$ cat config.mk
export PLATFORM = sky130hd
export DESIGN_NAME = regbus_slave
export DESIGN_NICKNAME = d
export VERILOG_FILES = /design/src/rtl/regbus_pkg.sv /design/src/rtl/regbus_sampler.sv /design/src/rtl/regbus_bank.sv /design/src/rtl/regbus_engine.sv /design/src/rtl/regbus_slave.sv
export SDC_FILE = /design/constraint.sdc
export NUM_CORES = 1
export LEC_CHECK = 0
export BUFFER_PORTS_ARGS = -buffer_cell sky130_fd_sc_hd__buf_4
export CAP_MARGIN = 15
export CORE_ASPECT_RATIO = 1.2
export CORE_MARGIN = 5
export CORE_UTILIZATION = 50
export DETAILED_ROUTE_END_ITERATION = 10
export PLACE_DENSITY = 0.74
export SLEW_MARGIN = 20
export SYNTH_ARGS = -nofsm -noshare
export SYNTH_HDL_FRONTEND = slang
export SYNTH_SLANG_ARGS = --single-unit
$ cat constraint.sdc
create_clock -name clk -period 5.88 [get_ports clk]
set_input_delay 0.294 -clock clk [delete_from_list [all_inputs] [get_ports clk]]
set_output_delay 0.294 -clock clk [all_outputs]
set_load 0.03 [all_outputs]
$ cat src/rtl/regbus_pkg.sv
package regbus_pkg;

    typedef enum logic [2:0] {
        ST_IDLE,
        ST_RX,
        ST_ACK,
        ST_TX,
        ST_MACK
    } phase_e;

    typedef enum logic [1:0] {
        RL_ADDR,
        RL_CMD,
        RL_CNT,
        RL_DATA
    } role_e;

    // Power-up content of register idx
    function automatic logic [7:0] reg_default(int idx);
        return 8'((idx % 64) | 64);
    endfunction

endpackage

$ cat src/rtl/regbus_sampler.sv
module regbus_sampler #(
    parameter int SYNC = 2
) (
    input  logic clk,
    input  logic rst_n,
    input  logic scl_i,
    input  logic sda_i,
    output logic sda_s,
    output logic scl_rise,
    output logic scl_fall,
    output logic start_det,
    output logic stop_det
);
    typedef struct packed {
        logic [SYNC-1:0] scl_sh;
        logic [SYNC-1:0] sda_sh;
        logic            scl_p;
        logic            sda_p;
    } samp_t;

    samp_t s_d, s_q;
    logic  scl_s;

    always_comb begin
        s_d        = s_q;
        s_d.scl_sh = {s_q.scl_sh[SYNC-2:0], scl_i};
        s_d.sda_sh = {s_q.sda_sh[SYNC-2:0], sda_i};
        s_d.scl_p  = s_q.scl_sh[SYNC-1];
        s_d.sda_p  = s_q.sda_sh[SYNC-1];
    end

    always_ff @(posedge clk or negedge rst_n) begin
        if (!rst_n) begin
            s_q <= '1;
        end else begin
            s_q <= s_d;
        end
    end

    assign scl_s     = s_q.scl_sh[SYNC-1];
    assign sda_s     = s_q.sda_sh[SYNC-1];
    assign scl_rise  = scl_s & ~s_q.scl_p;
    assign scl_fall  = ~scl_s & s_q.scl_p;
    assign start_det = scl_s & s_q.scl_p & s_q.sda_p & ~sda_s;
    assign stop_det  = scl_s & s_q.scl_p & ~s_q.sda_p & sda_s;

endmodule

$ cat src/rtl/regbus_bank.sv
module regbus_bank #(
    parameter int NREG     = 32,
    parameter int IDX_W    = 5,
    parameter int OFS_W    = 7,
    parameter int SKIP_REG = 31,
    parameter int SKIP_BIT = 7
) (
    input  logic              clk,
    input  logic              rst_n,
    input  logic              wr_en,
    input  logic [IDX_W-1:0]  wr_idx,
    input  logic [7:0]        wr_data,
    input  logic [OFS_W-1:0]  rd_idx,
    output logic [7:0]        rd_data,
    output logic              cnt_skip,
    output logic [NREG*8-1:0] regs_o
);
    localparam logic [OFS_W:0] NREG_B = (OFS_W+1)'(NREG);

    logic [NREG-1:0][7:0] r_d, r_q;

    always_comb begin
        r_d = r_q;
        if (wr_en) begin
            r_d[wr_idx] = wr_data;
        end
    end

    always_ff @(posedge clk or negedge rst_n) begin
        if (!rst_n) begin
            for (int i = 0; i < NREG; i++) begin
                r_q[i] <= regbus_pkg::reg_default(i);
            end
        end else begin
            r_q <= r_d;
        end
    end

    assign rd_data  = ({1'b0, rd_idx} < NREG_B) ? r_q[rd_idx[IDX_W-1:0]] : 8'h00;
    assign cnt_skip = r_q[SKIP_REG][SKIP_BIT];

    for (genvar g = 0; g < NREG; g++) begin : g_flat
        assign regs_o[g*8 +: 8] = r_q[g];
    end

endmodule

$ cat src/rtl/regbus_engine.sv
module regbus_engine
    import regbus_pkg::*;
#(
    parameter int         NREG  = 32,
    parameter int         IDX_W = 5,
    parameter int         OFS_W = 7,
    parameter logic [6:0] ADDR7 = 7'h69
) (
    input  logic             clk,
    input  logic             rst_n,
    input  logic             scl_rise,
    input  logic             scl_fall,
    input  logic             start_det,
    input  logic             stop_det,
    input  logic             sda_s,
    input  logic             cnt_skip,
    input  logic [7:0]       rd_data,
    output logic             sda_oe,
    output logic [OFS_W-1:0] rd_idx,
    output logic             wr_en,
    output logic [IDX_W-1:0] wr_idx,
    output logic [7:0]       wr_data
);
    localparam logic [OFS_W:0] NREG_B   = (OFS_W+1)'(NREG);
    localparam logic [7:0]     CNT_BYTE = 8'(NREG);

    typedef struct packed {
        phase_e           phase;
        role_e            role;
        logic [3:0]       bitcnt;
        logic [7:0]       sh;
        logic             blk;
        logic [OFS_W-1:0] ptr;
        logic             go_tx;
        logic             txcnt;
        logic             oe;
    } eng_t;

    eng_t e_d, e_q;

    always_comb begin
        e_d     = e_q;
        wr_en   = 1'b0;
        wr_idx  = e_q.ptr[IDX_W-1:0];
        wr_data = e_q.sh;
        if (stop_det) begin
            e_d.phase = ST_IDLE;
            e_d.oe    = 1'b0;
        end else if (start_det) begin
            e_d.phase  = ST_RX;
            e_d.role   = RL_ADDR;
            e_d.bitcnt = 4'd0;
            e_d.oe     = 1'b0;
        end else begin
            unique case (e_q.phase)
                ST_IDLE: ;
                ST_RX: begin
                    if (scl_rise && e_q.bitcnt < 4'd8) begin
                        e_d.sh     = {e_q.sh[6:0], sda_s};
                        e_d.bitcnt = e_q.bitcnt + 4'd1;
                    end else if (scl_fall && e_q.bitcnt == 4'd8) begin
                        e_d.phase = ST_ACK;
                        e_d.oe    = 1'b1;
                        e_d.go_tx = 1'b0;
                        unique case (e_q.role)
                            RL_ADDR: begin
                                if (e_q.sh[7:1] == ADDR7) begin
                                    if (e_q.sh[0]) begin
                                        e_d.go_tx = 1'b1;
                                        e_d.txcnt = e_q.blk;
                                    end else begin
                                        e_d.role = RL_CMD;
                                    end
                                end else begin
                                    e_d.phase = ST_IDLE;
                                    e_d.oe    = 1'b0;
                                end
                            end
                            RL_CMD: begin
                                e_d.blk  = ~e_q.sh[7];
                                e_d.ptr  = e_q.sh[7] ? e_q.sh[OFS_W-1:0] : '0;
                                e_d.role = (!e_q.sh[7] && !cnt_skip) ? RL_CNT : RL_DATA;
                            end
                            RL_CNT: begin
                                e_d.role = RL_DATA;
                            end
                            RL_DATA: begin
                                wr_en = ({1'b0, e_q.ptr} < NREG_B);
                                if (e_q.ptr != '1) begin
                                    e_d.ptr = e_q.ptr + 1'b1;
                                end
                            end
                            default: ;
                        endcase
                    end
                end
                ST_ACK: begin
                    if (scl_fall) begin
                        e_d.bitcnt = 4'd0;
                        if (e_q.go_tx) begin
                            e_d.phase = ST_TX;
                            e_d.sh    = e_q.txcnt ? CNT_BYTE : rd_data;
                            e_d.oe    = ~e_d.sh[7];
                        end else begin
                            e_d.phase = ST_RX;
                            e_d.oe    = 1'b0;
                        end
                    end
                end
                ST_TX: begin
                    if (scl_fall) begin
                        if (e_q.bitcnt == 4'd7) begin
                            e_d.phase = ST_MACK;
                            e_d.oe    = 1'b0;
                            if (!e_q.txcnt && e_q.ptr != '1) begin
                                e_d.ptr = e_q.ptr + 1'b1;
                            end
                        end else begin
                            e_d.sh     = {e_q.sh[6:0], 1'b0};
                            e_d.bitcnt = e_q.bitcnt + 4'd1;
                            e_d.oe     = ~e_d.sh[7];
                        end
                    end
                end
                ST_MACK: begin
                    if (scl_rise) begin
                        if (sda_s) begin
                            e_d.phase = ST_IDLE;
                        end else begin
                            e_d.phase = ST_ACK;
                            e_d.go_tx = 1'b1;
                            e_d.txcnt = 1'b0;
                        end
                        e_d.oe = 1'b0;
                    end
                end
                default: e_d.phase = ST_IDLE;
            endcase
        end
    end

    always_ff @(posedge clk or negedge rst_n) begin
        if (!rst_n) begin
            e_q <= '{phase: ST_IDLE, role: RL_ADDR, default: '0};
        end else begin
            e_q <= e_d;
        end
    end

    assign sda_oe = e_q.oe;
    assign rd_idx = e_q.ptr;

endmodule

$ cat src/rtl/regbus_slave.sv
module regbus_slave #(
    parameter int         NREG         = 32,
    parameter logic [6:0] ADDR7        = 7'h69,
    parameter int         SYNC         = 2,
    parameter int         CNT_SKIP_REG = NREG - 1,
    parameter int         CNT_SKIP_BIT = 7
) (
    input  logic              clk,
    input  logic              rst_n,
    input  logic              scl_i,
    input  logic              sda_i,
    output logic              sda_oe,
    output logic [NREG*8-1:0] regs_o
);
    localparam int OFS_W = 7;
    localparam int IDX_W = (NREG > 1) ? $clog2(NREG) : 1;

    logic             sda_s;
    logic             scl_rise;
    logic             scl_fall;
    logic             start_det;
    logic             stop_det;
    logic             cnt_skip;
    logic [7:0]       rd_data;
    logic [OFS_W-1:0] rd_idx;
    logic             wr_en;
    logic [IDX_W-1:0] wr_idx;
    logic [7:0]       wr_data;

    regbus_sampler #(.SYNC(SYNC)) u_samp (
        .clk       (clk),
        .rst_n     (rst_n),
        .scl_i     (scl_i),
        .sda_i     (sda_i),
        .sda_s     (sda_s),
        .scl_rise  (scl_rise),
        .scl_fall  (scl_fall),
        .start_det (start_det),
        .stop_det  (stop_det)
    );

    regbus_engine #(
        .NREG  (NREG),
        .IDX_W (IDX_W),
        .OFS_W (OFS_W),
        .ADDR7 (ADDR7)
    ) u_eng (
        .clk       (clk),
        .rst_n     (rst_n),
        .scl_rise  (scl_rise),
        .scl_fall  (scl_fall),
        .start_det (start_det),
        .stop_det  (stop_det),
        .sda_s     (sda_s),
        .cnt_skip  (cnt_skip),
        .rd_data   (rd_data),
        .sda_oe    (sda_oe),
        .rd_idx    (rd_idx),
        .wr_en     (wr_en),
        .wr_idx    (wr_idx),
        .wr_data   (wr_data)
    );

    regbus_bank #(
        .NREG     (NREG),
        .IDX_W    (IDX_W),
        .OFS_W    (OFS_W),
        .SKIP_REG (CNT_SKIP_REG),
        .SKIP_BIT (CNT_SKIP_BIT)
    ) u_bank (
        .clk      (clk),
        .rst_n    (rst_n),
        .wr_en    (wr_en),
        .wr_idx   (wr_idx),
        .wr_data  (wr_data),
        .rd_idx   (rd_idx),
        .rd_data  (rd_data),
        .cnt_skip (cnt_skip),
        .regs_o   (regs_o)
    );

endmodule

# Yosys cells after proc, flatten, opt, wreduce, memory -nomap -nowiden
# Cells that the tools add are included.
# Widths: inputs -> output; s select.
# classes
n_reduce_logical	27
bitwise_logic	17
addsub	2
n_div	0
muxes	60
magnitude_cmp	4
n_eq_ne	41
n_shift	0
mul	0
# op_table
cell	count
$bwmux 256	1
$mux 12	4
$bmux 8 s5	1
$demux 8 s5	1
$mux 8	5
$pmux 12 s3	1
$mux 7	5
$pmux 7 s2	2
$mux 3	7
$reduce_and 7->1	3
$mux 10	2
$mux 2	10
$ne 2x1->1 const B	10
$ne 4x3->1 const B	5
$reduce_and 10->1	2
$reduce_and 6->1	3
$ne 3x2->1 const B	5
$pmux 3 s5	1
$mux 1	14
$ne 3x3->1 const B	4
$mux 5	2
$ne 2x2->1 const B	5
$not 1->1	10
$mux 9	1
29 further kinds	47
# word_totals
elab_cells	196
in_bits	4
rom_bits	0
mem_count	0
ramBits	0
out_inout_bits	257
latch_bits	0
reg_bits	290

# Depth between registers and ports, before layout
# Gate-level depths: netlist (run 1).
# depth
ltp_word	10
mapped_depth	9
ltp_nobuf	7

# Hierarchy
# From an unflattened synthesis (run 1), not the netlist that was laid out.
# hier_totals
cells_unflattened	1019
hier_area_um2	14487.6
# by_module_without_submodules
module	area_each_um2	cells_each	n_inst
regbus_bank	12182.9	756	1
regbus_engine	2114.5	253	1
regbus_sampler	190.2	10	1

# Worst setup path before layout (run 1)
# OpenSTA, ideal clock, no wires.
# synth_timing
path_type	register -> register
start	register u_samp.s_q[1] (netlist bit)
end	register u_eng.e_q, in the netlist u_eng.rd_idx[1]
arrival_time_ns	2.099
n_path_buf	1
path_slack_ns	3.656
stages_incl_launch_ff	7
cell_sequence	dfstp_2 > buf_2 > and4bb_4 > o2111ai_1 > a2111oi_4 > and2_4 > mux2_2
# synth_between
elab_chain_len	5
# synth_rtl
element	line_no	text
start, declared	regbus_sampler.sv:21	samp_t s_d, s_q;
start signal, assigned	regbus_sampler.sv:34	s_q <= '1;
start signal, assigned	regbus_sampler.sv:36	s_q <= s_d;
$and 1x1->1 or $not 1->1 (tied branches)	regbus_sampler.sv:44, regbus_sampler.sv:45, regbus_sampler.sv:42	
$and 1x1->1 (on tied branches)	regbus_sampler.sv:44, regbus_sampler.sv:42, regbus_sampler.sv:45	
$and 1x1->1, or another cell as far along	regbus_sampler.sv:44	assign start_det = scl_s & s_q.scl_p & s_q.sda_p & ~sda_s;
$not 1->1 (no source line) or $ne 2x2->1 (tied branches)	n/a	
$reduce_and 10->1 (no source line) *	n/a	
end signal, assigned	regbus_engine.sv:144	e_q <= '{phase: ST_IDLE, role: RL_ADDR, default: '0};
end signal, assigned	regbus_engine.sv:146	e_q <= e_d;
end, declared	regbus_engine.sv:39	eng_t e_d, e_q;
# Every way passes the cells marked *; elsewhere a longest branch is shown, timed or not.
# A chain may end at the register's enable or synchronous reset.

# Final worst setup path (run 1)
# layout_timing
start	register u_eng.e_q, in the netlist u_eng.rd_idx[1]
end	register u_bank.r_q, in the netlist u_bank.regs_o[125]
# layout_between
elab_chain_len	7
# layout_rtl
element	line_no	text
$lt 7x6->1	regbus_engine.sv:88	wr_en = ({1'b0, e_q.ptr} < NREG_B);
$mux 1	regbus_engine.sv:65	unique case (e_q.role)
$mux 1	regbus_engine.sv:61	end else if (scl_fall && e_q.bitcnt == 4'd8) begin
$mux 1	regbus_engine.sv:58	if (scl_rise && e_q.bitcnt < 4'd8) begin
$mux 1	regbus_engine.sv:55	unique case (e_q.phase)
$mux 1	regbus_engine.sv:49	end else if (start_det) begin
$mux 1	regbus_engine.sv:46	if (stop_det) begin
end signal, assigned by index	regbus_bank.sv:32	r_q[i] <= regbus_pkg::reg_default(i);
end signal, assigned	regbus_bank.sv:35	r_q <= r_d;
end, declared	regbus_bank.sv:20	logic [NREG-1:0][7:0] r_d, r_q;
# Parallel ways exist; a longest one is shown, timed or not.

==> flow_summary_export.csv, run 1 <==
group,metric,value,unit
final_layout,fillers,2273,
route,highest-signal-layer,"met4",
route,drt-initial-drc-count,748,
synthesis,ys.flop_type,"dfrtp_1",
timing,final_critical_period,2.99,ns
placement,post_dp_cell_area,16600,um2
clock_tree,cts_tree,"done",
critical_path,critPathArrivalTime,3.43,ns
clock_tree,cts_num_sinks,290,
timing,skew,0.0137,ns
final_layout,antennaDiodeCount,0,
critical_path,worst_setup_path_startpoint,"u_eng.rd_idx[1]",
clock_tree,clock-root-buffer,"clkbuf_16",
timing,finalWorstSetupSlack,2.89,ns
synthesis,post_synth_inst_count,1007,
route,route.vias.total,10000,
synthesis,synth_cell_type_count,72,
pwr,peakVddDrop,0.256,mV
route,wl_met3,3370,um
critical_path,r2r_start,"u_eng.rd_idx[1]",
placement,buffer_ports.inserted,260,
synthesis,synth.area.top_cells,"dfrtp_1 30%, dfstp_2 22%, mux2_2 21%, mux4_2 8.5%, nand2_4 2.5%",
die,die_height,196,um
final_layout,multi_input_gate_area,6570,um2
synthesis,synth_async_sr_flop_share,100,%
critical_path,worst-path-stages,6,
timing,setup_total_neg_slack,0,ns
timing,timing_worst_slew_pin_value,1.10,ns
clock_tree,clkTransAtPathRegs,0.06,ns
die,die-area,32200,um2
critical_path,critical_path.slowest_cell,"dfrtp_4",
grt,grt_max_degree,186,
timing,grt_setup_unrepaired,"no",
die,die_width,165,um
placement,gp_routability_congestion,0.919,
critical_path,path_delay_family,"flip-flops",
grt,grt_pass1_vias,10600,
pwr,cellPowerDensity,310,nW/um2
placement,post-dp-hpwl,31400,um
grt,antenna_found_initial,0,
placement,place_ws,2.86,ns
route,firstDrtPassIters,5,
route,remaining_drc_errors,0,
critical_path,worst-endpoint-required,6.32,ns
final_layout,layout-drive-gt1-share,64.3,%
critical_path,critical_path_class,"reg -> reg",
critical_path,crit_path_end_kind,"flip-flop",
synthesis,synthesis.nets,1021,
grt,grt.overflow.total,0,
clock_tree,cts_buffers,29,
final_layout,regArea,7410,um2
clock_tree,cts_resized,0,
synthesis,flip_flop_and_latch_count_after_synthesis,290,
grt,grt_first_pass_wirelength,68000,um
route,dr_wl_met2,22300,um
die,fp-row-count,68,
clock_tree,worstSkewPairLatency,0.56,ns
timing,slew_headroom,26.8,%
synthesis,synth_top_area_cell,"dfrtp_1",
clock_tree,max-clock-path-buffers,3,
synthesis,number_of_enable_flip_flop_cells_after_synthesis,0,
final_layout,layout.nets,1256,
pwr,total_power,5.46,mW
synthesis,post_synth_instance_area,14400,um2
timing,hold_viol_final,0,
route,wirelength_met1,17300,um
worst_hold_path,hp-start,"u_samp.s_d[3]",
timing,finalSetupViolations,0,
route,average_routed_wire_per_standard_cell,27.3,um
die,initial_core_util,50.2,%
placement,cell_count_after_placement,1593,
critical_path,slowest_stage_delay_cp,0.92,ns
grt,grt_use_total,27.9,%
critical_path,worst_r2r_path_depth,6,
route,routed_wl,45100,um
critical_path,critPathMaxFanout,48,
route,antenna_left,0,
status,status,"completed",
final_layout,instances_no_fill,1650,
critical_path,worst_setup_path_start_kind,"flip-flop",
worst_hold_path,hold-path-cell-count,0,
worst_hold_path,hp-class,"reg -> reg",
route,via_per_inst,6.08,
timing,worst_hold_slack,0.358,ns
synthesis,ys_warn_count,0,
timing,post-route-period-util,50.8,%
critical_path,reg2reg_setup_slack,2.89,ns
clock_tree,cts_htree_levels,1,
critical_path,path_buf_inv,2,
timing,timing_max_transition_violations_final,0,
final_layout,final_common_cell,"buf_4",
timing,timing.fmax,334,MHz
critical_path,cells_along_the_critical_path,"buf_4 > ha_1 > inv_1 > nor2_8 > nand2_4 > mux2_2",
synthesis,yosysSeqAreaShare,51.6,%
final_layout,final_cell_mix,"272 x buf_4, 263 x mux2_2, 168 x dfrtp_1, 118 x dfstp_2, 54 x mux4_2",
run,timing.max_cap.violations,0,
synthesis,synth_top_area_share,30.0,%
final_layout,design_area,17600,um2
final_layout,syn2layout_area_growth,22.7,%
die,ioPinCount,261,
synthesis,postSynthAreaPerCell,14.3,um2
final_layout,final_core_util,61.6,%
pwr,p_leak,8.72,nW
die,design.core.area,28600,um2
## routing by layer
metal,up-vias,GRT usage [%]
met2,479,45.3
met5,-,0
li1,4213,-
met3,100,5.89
met1,5233,36.5
met4,0,11.3
## state kept, by name, indices dropped and copies added, names as in the netlist
register	flops
u_eng.wr_data	8
u_eng.e_q	12
u_eng.rd_idx	7
u_eng.sda_oe	1
u_bank.regs_o	255
u_bank.cnt_skip	1
u_samp.s_d	3
u_samp.sda_s	1
u_samp.s_q	2
## layout make-up
cell class | instances | area share [%]
flip-flops and latches | 290 | 42.1
repair buffers | 277 | 12.0
clock buffers | 45 | 4.97
well taps | 385 | 2.73
clock inverters | 9 | 0.611
inverters | 17 | 0.362
multi-input cells | 627 | 37.3
## worst paths after layout
check / endpoint
worst max-delay path: u_bank.regs_o[125]
worst min-delay path: u_samp.sda_s
worst max register to register: u_bank.regs_o[125]
worst min register to register: u_samp.sda_s
max in group asynchronous: u_bank.regs_o[64]
min in group asynchronous: u_bank.regs_o[125]
## worst register-to-register path, cell delays in order, from the launching register on
cell,delay (ns)
dfrtp_4,0.92
buf_4,0.59
ha_1,0.33
inv_1,0.13
nor2_8,0.34
nand2_4,0.23
mux2_2,0.33
## report_power, final
part	internal, mW	switching [mW]	leakage [nW]	total [mW]
Sequential	2.07	0.309	3.57	2.38
Clock	1.11	0.796	0.480	1.91
Combinational	0.401	0.769	4.66	1.17
Total	3.59	1.87	8.72	5.46
## cell usage after synthesis (all sizes together), types with 2 or more instances
| cell | n |
|---|---|
| nor2b | 6 |
| nand4 | 3 |
| nor3 | 8 |
| o21ai | 15 |
| a21oi | 16 |
| dfstp | 118 |
| a22o | 6 |
| a211oi | 3 |
| o22ai | 12 |
| or3 | 3 |
| a32oi | 3 |
| or2 | 2 |
| a311o | 2 |
| o21a | 3 |
| and2 | 3 |
| ha | 10 |
| o2bb2ai | 6 |
| nor3b | 9 |
| nand3 | 21 |
| inv | 16 |
| nand2 | 54 |
| mux2i | 26 |
| mux4 | 54 |
| clkbuf | 36 |
| a2111oi | 2 |
| a22oi | 14 |
| nand2b | 7 |
| and3b | 3 |
| a221oi | 3 |
| mux2 | 264 |
| nand3b | 3 |
| or3b | 3 |
| nand4b | 3 |
| buf | 37 |
| o31ai | 3 |
| a31oi | 5 |
| nor2 | 27 |
| and3 | 4 |
| dfrtp | 172 |
| nor4 | 4 |
| a41oi | 2 |
## cells by family after synthesis
family / count (synthesis) / synth area share [%]
buffers and inverters: 90 / 2.75
AND/OR/NAND/NOR: 166 / 8.38
AO/OA/AOI/OAI: 106 / 5.36
flip-flops: 290 / 51.6
adder cells (fa/ha/maj): 10 / 0.872
multiplexers: 344 / 31.0
XOR/XNOR: 1 / 0.0610
## what timing repair did
item	CTS	global route
setup buffers	0	0
hold buffers	3	0
endpoints found under the hold margin	76	0
No activity file was read; power rests on OpenSTA's default activity.
==> inputs of run 2 (changes only) <==
- PLACE_DENSITY: 0.74 -> 0.77
- clock period: 5.88 -> 2.6 ns (I/O delays scaled with it)
==> flow_summary_export.csv, run 2 (synthesis results as in run 1) <==
group,metric,value,unit
final_layout,layout.nets,1288,
clock_tree,cts_htree_levels,1,
route,route.vias.total,10300,
clock_tree,max-clock-path-buffers,3,
critical_path,critical_path.slowest_cell,"dfrtp_1",
critical_path,worst_setup_path_start_kind,"flip-flop",
placement,buffer_ports.inserted,260,
placement,gp_routability_congestion,0.924,
pwr,p_sw_share,34.1,%
final_layout,syn2layout_area_growth,25.4,%
timing,finalSetupViolations,0,
critical_path,cells_along_the_critical_path,"nor2b_2 > a32oi_2 > or3_1 > a21oi_1 > o22ai_1",
grt,grt_max_degree,102,
clock_tree,clkTransAtPathRegs,0.07,ns
timing,final_critical_period,2.47,ns
clock_tree,cts.repair_timing.setup_buffer_count,0,
clock_tree,clock-root-buffer,"clkbuf_16",
placement,post-dp-hpwl,32300,um
route,drt-initial-drc-count,602,
timing,post-route-period-util,94.9,%
route,remaining_drc_errors,0,
timing,timing_worst_slew_pin_value,0.822,ns
critical_path,critPathArrivalTime,2.89,ns
route,via_per_inst,6.10,
route,antenna_left,0,
timing,setup_total_neg_slack,0,ns
route,average_routed_wire_per_standard_cell,26.9,um
timing,skew,0.0184,ns
grt,grt.overflow.total,0,
critical_path,worst_setup_path_startpoint,"u_eng.e_q[26]",
route,firstDrtPassIters,7,
final_layout,final_cell_mix,"294 x buf_4, 263 x mux2_2, 170 x dfrtp_1, 118 x dfstp_2, 54 x mux4_2",
worst_hold_path,hp-start,"scl_i",
critical_path,r2r_start,"u_eng.e_q[26]",
die,die_width,165,um
placement,cell_count_after_placement,1624,
die,ioPinCount,261,
pwr,p_int,8.46,mW
critical_path,worst_r2r_path_depth,5,
grt,grt_first_pass_wirelength,69200,um
final_layout,largest_register_ff_count,255,
timing,hold_viol_final,0,
die,die-area,32200,um2
pwr,power_frac_clock,34.9,%
critical_path,crit_path_end_kind,"flip-flop",
die,initial_core_util,50.2,%
route,routed_wl,45300,um
critical_path,critical_path_class,"reg -> reg",
critical_path,slowest_stage_delay_cp,0.66,ns
worst_hold_path,hp-class,"in -> reg",
pwr,sequentialPowerShare,39.2,%
die,die_height,196,um
final_layout,layout-drive-gt1-share,64.9,%
clock_tree,worstSkewPairLatency,0.57,ns
pwr,p_comb_share,25.9,%
grt,antenna_found_initial,0,
worst_hold_path,hold-path-cell-count,2,
clock_tree,cts_tree,"done",
clock_tree,cts_buffers,30,
pwr,peakVddDrop,0.543,mV
timing,slew_headroom,45.2,%
timing,timing_max_transition_violations_final,0,
final_layout,final_common_cell,"buf_4",
status,status,"completed",
run,timing.max_cap.violations,0,
pwr,net-switching-power,4.37,mW
final_layout,instances_no_fill,1683,
die,design.core.area,28600,um2
critical_path,worst-endpoint-required,3.02,ns
critical_path,critPathMaxFanout,14,
timing,grt_setup_unrepaired,"no",
pwr,cellPowerDensity,713,nW/um2
grt,grt_pass1_vias,11000,
timing,timing.fmax,405,MHz
die,fp-row-count,68,
final_layout,antennaDiodeCount,0,
pwr,p_leak,8.92,nW
clock_tree,cts_num_sinks,290,
grt,grt_use_total,28.2,%
[run 2: changes by cell type in the layout (fill, tap and decap cells not counted)]
cell and change:
clkbuf_8 -7, bufinv_16 +1, nor2b_2 +1, clkbuf_1 +3
clkinv_4 +1, clkbuf_16 +3, dfrtp_1 +2, nor2b_1 -1
dfrtp_2 -2, buf_12 +9, clkinvlp_4 -1, buf_4 +22
inv_6 +2
[run 2: critical path, delay by kind of cell, from the launching register on]
family / cells / cell delay, ns
simple gates: 2 / 0.91
flops: 1 / 0.66
compound gates: 3 / 0.76
[run 2: through the flow]
step / total power, mW / hold WS, ns / setup slack, ns / instance area (um2) / utilization [%]
6_report: 12.8 / 0.224 / 0.134 / 18000 / 63.0
5_1_grt: 13.3 / 0.232 / 0.0874 / 18000 / 63.0
4_1_cts: 12.9 / 0.212 / 0.168 / 18000 / 63.0
3_5_place_dp: 8.37 / 0.241 / 0.180 / 17000 / 59.3
3_3_place_gp: 8.32 / 0.240 / 0.190 / 17000 / 59.3
2_1_floorplan: 7.18 / -0.166 / 0.376 / 14400 / -
[run 2: area by class of cell]
type                    instances  area [um2]
fillers                      2210       10600
flip-flops and latches        290        7410
multi-input cells             627        6570
repair buffers                308        2450
clock buffers                  44         866
well taps                     385         482
clock inverters                12         156
inverters                      17        63.8
[run 2: timing repair]
| action | in CTS | in global routing |
|---|---|---|
| resized for setup | 0 | 1 |
| endpoints found under the hold margin | 64 | 0 |
| endpoints found under the setup margin | 0 | 6 |
| hold buffers | 3 | 0 |
[run 2: worst paths after layout]
| check | end | slack [ns] |
|---|---|---|
| setup reg to reg | u_eng.wr_data[0] | 0.13 |
| hold / removal | u_samp.s_d[5] | 0.22 |
| hold reg to reg | u_samp.s_d[1] | 0.36 |
| min in group asynchronous | u_bank.regs_o[101] | 0.23 |
| max in group asynchronous | u_bank.regs_o[148] | 1.46 |
| setup / recovery | u_eng.wr_data[0] | 0.13 |
[run 2: per-layer routing]
layer / vias to the layer above / global-route usage, % / share of wire, %
met4: 0 / 11.8 / 4.8
li1: 4312 / - / -
met1: 5372 / 36.6 / 38
met2: 474 / 45.8 / 49
met5: - / 0 / 0
met3: 104 / 6.19 / 8.2
[run 2: power groups by stage]
stage	combinational, mW	clock [mW]	sequential [mW]
6_report	3.32	4.48	5.03
5_1_grt	3.54	4.72	5.05
4_1_cts	3.30	4.54	5.01
3_5_place_dp	3.28	0	5.09
3_3_place_gp	3.23	0	5.08
2_1_floorplan	2.31	0	4.87
==> inputs of run 3 (changes only) <==
- CORE_ASPECT_RATIO: 1.2 -> 2
- CORE_UTILIZATION: 50 -> 51
- PLACE_DENSITY: 0.77 -> 0.78
- SYNTH_HIERARCHICAL: default -> 1
==> flow_summary_export.csv, run 3 <==
group,metric,value,unit
status,status,"completed",
grt,grt_first_pass_wirelength,68800,um
clock_tree,cts_num_sinks,290,
pwr,p_int,7.38,mW
clock_tree,worstSkewPairLatency,0.56,ns
synthesis,yosysSeqAreaShare,51.1,%
synthesis,synthMostInstantiatedCell,"mux2_2",
synthesis,flip_flop_and_latch_count_after_synthesis,290,
final_layout,layout-drive-gt1-share,61.5,%
die,die_height,248,um
timing,post-route-period-util,97.7,%
placement,place_ws,0.00557,ns
timing,timing_max_transition_violations_final,0,
placement,post-dp-hpwl,33800,um
pwr,sequentialPowerShare,46.5,%
timing,final_critical_period,2.54,ns
pwr,power_frac_clock,43.0,%
synthesis,synth_top_area_cell,"dfrtp_1",
pwr,cellPowerDensity,542,nW/um2
critical_path,crit_path_top_cell_by_count,"buf_4",
clock_tree,clkTransAtPathRegs,0.07,ns
pwr,p_leak,8.83,nW
clock_tree,clock-root-buffer,"clkbuf_16",
final_layout,final_common_cell,"buf_4",
grt,grt_use_total,28.6,%
route,firstDrtPassIters,5,
critical_path,path_buf_inv,2,
critical_path,critPathMaxFanout,9,
route,drt-initial-drc-count,617,
timing,skew,0.0107,ns
critical_path,worst_setup_path_start_kind,"flip-flop",
pwr,p_comb_share,10.5,%
critical_path,crit_path_end_kind,"flip-flop",
synthesis,number_of_enable_flip_flop_cells_after_synthesis,0,
timing,timing_worst_slew_pin_value,0.704,ns
timing,finalWorstSetupSlack,0.0609,ns
critical_path,path_delay_family,"multiplexers",
grt,grt_pass1_vias,11100,
synthesis,dominant_combinational_cell_family_by_area_after_synthesis,"multiplexers",
synthesis,ys_warn_count,6,
synthesis,synth_compound_gate_area_share,4.88,%
route,antenna_left,0,
pwr,net-switching-power,2.62,mW
synthesis,yosys-top-cells-count,"238 x mux2_2, 172 x dfrtp_1, 118 x dfstp_2",
synthesis,synth_async_sr_flop_share,100,%
synthesis,postSynthAreaPerCell,14.2,um2
timing,hold_viol_final,0,
clock_tree,cts_buffers,27,
synthesis,post_synth_instance_area,14500,um2
final_layout,design_area,18500,um2
route,route.vias.total,10500,
critical_path,critical_path_class,"reg -> reg",
die,initial_core_util,51.6,%
critical_path,cells_along_the_critical_path,"buf_4 > mux4_2 > mux2i_1 > buf_4 > a221o_1 > a31oi_1 > nor3b_1 > a21oi_1 > o21ai_1",
synthesis,synth_fa_ha_area_share,0.605,%
route,via_per_inst,6.10,
final_layout,layout.nets,1349,
placement,post_dp_cell_area,17400,um2
final_layout,largest_register_ff_count,255,
clock_tree,cts_htree_levels,1,
die,design.core.area,28100,um2
placement,gp_routability_congestion,0.934,
die,fp-row-count,87,
timing,timing.fmax,394,MHz
synthesis,synth.area.top_cells,"dfrtp_1 30%, dfstp_2 21%, mux2_2 18%, mux4_1 6.2%, mux4_2 3.4%",
die,ioPinCount,261,
timing,slew_headroom,52.9,%
synthesis,synth.area.mux_share,32.6,%
route,average_routed_wire_per_standard_cell,27.0,um
synthesis,post_synth_inst_count,1019,
final_layout,syn2layout_area_growth,27.5,%
route,routed_wl,46300,um
grt,grt.overflow.total,0,
clock_tree,cts_tree,"done",
synthesis,ys.flop_type,"dfrtp_1",
critical_path,worst-endpoint-required,3.04,ns
worst_hold_path,hp-class,"in -> async",
route,remaining_drc_errors,0,
pwr,peakVddDrop,0.412,mV
synthesis,synthesis.nets,1030,
critical_path,critical_path.slowest_cell,"mux4_2",
placement,buffer_ports.inserted,260,
clock_tree,max-clock-path-buffers,3,
synthesis,post_synth_xor_xnor_area,0.302,%
critical_path,critPathArrivalTime,2.98,ns
synthesis,synth_cell_type_count,73,
grt,grt_max_degree,70,
final_layout,final_cell_mix,"354 x buf_4, 238 x mux2_2, 170 x dfrtp_1, 118 x dfstp_2, 43 x nand2_1",
die,die-area,32100,um2
timing,finalSetupViolations,0,
final_layout,antennaDiodeCount,0,
pwr,p_sw_share,26.2,%
critical_path,slowest_stage_delay_cp,0.55,ns
synthesis,simple_gate_fraction_of_synth_area,6.14,%
run,timing.max_cap.violations,0,
synthesis,synth_top_area_share,29.7,%
grt,antenna_found_initial,0,
die,die_width,129,um
[run 3: cell count changes in the layout (fill, tap and decap cells not counted), moves of 9 or more]
cell,change
mux2i_1,+10
buf_4,+60
nand2_4,-32
nor2_2,+10
a31oi_1,+9
buf_12,+10
mux4_1,+34
mux2_2,-25
mux4_2,-32
nand2_1,+21
mux2_1,+24
[run 3: stage by stage]
stage	cells	util [%]	power, mW	setup TNS [ns]	hold slack (ns)
finish	1715	65.8	10.0	0	0.122
global route	1715	65.8	10.3	-0.0981	0.189
CTS	1714	65.6	10.0	0	0.131
detailed placement	1658	61.8	5.75	0	0.125
global placement	1658	61.8	5.73	0	0.121
floorplan	1019	-	5.31	0	-0.166
[run 3: layout make-up]
cell class	instances	area (um2)
Fill cell	2080	9610
Sequential cell	290	7410
Multi-Input combinational cell	624	6470
Timing Repair Buffer	379	3110
Clock buffer	40	837
Tap cell	356	445
Clock inverter	10	134
Inverter	16	60.1
[run 3: cell families (layout without fill, tap and decap cells)]
family / after synthesis / after routing
adder cells (fa/ha/maj): 7 / 7
AO/OA/AOI/OAI: 106 / 106
AND/OR/NAND/NOR: 150 / 150
buffers and inverters: 105 / 445
flip-flops: 290 / 290
multiplexers: 356 / 356
XOR/XNOR: 5 / 5
[run 3: worst register-to-register path, stage by stage (launching register included)]
cell and delay [ns]:
dfrtp_4 0.48, buf_4 0.25, mux4_2 0.55, mux2i_1 0.37
buf_4 0.18, a221o_1 0.19, a31oi_1 0.06, nor3b_1 0.14
a21oi_1 0.15, o21ai_1 0.07
[run 3: what timing repair did]
action | CTS | global route
endpoints found under the hold margin | 122 | 0
setup endpoints to repair | 14 | 151
gates resized for setup | 0 | 8
hold buffers | 3 | 0
pin swaps | 4 | 5
setup buffers | 3 | 1
[run 3: worst paths after layout]
path                                  from           endpoint  slack (ns)  depth (start not counted)
hold reg to reg              u_samp/s_d[5]      u_samp/s_d[1]        0.36                          0
hold / removal                       rst_n  u_bank/regs_o[16]        0.12                          2
setup / recovery           u_eng/rd_idx[1]   u_eng/wr_data[1]        0.06                          9
min in group clk                     scl_i      u_samp/s_d[5]        0.26                          2
setup reg to reg           u_eng/rd_idx[1]   u_eng/wr_data[1]        0.06                          9
max in group asynchronous            rst_n  u_bank/regs_o[81]        1.67                          3
[run 3: power groups by stage]
| stage | Combinational (mW) | Sequential (mW) | Clock, mW |
|---|---|---|---|
| 2_1_floorplan | 0.570 | 4.74 | 0 |
| 3_3_place_gp | 1.01 | 4.72 | 0 |
| 3_5_place_dp | 1.02 | 4.73 | 0 |
| 4_1_cts | 1.04 | 4.65 | 4.36 |
| 5_1_grt | 1.13 | 4.66 | 4.53 |
| 6_report | 1.05 | 4.65 | 4.30 |
[run 3: per-layer routing]
layer / track usage, % / wire (um)
met5: 0 / 0
met4: 17.1 / 3160
met3: 3.78 / 2240
met2: 51.6 / 25000
met1: 31.3 / 15900
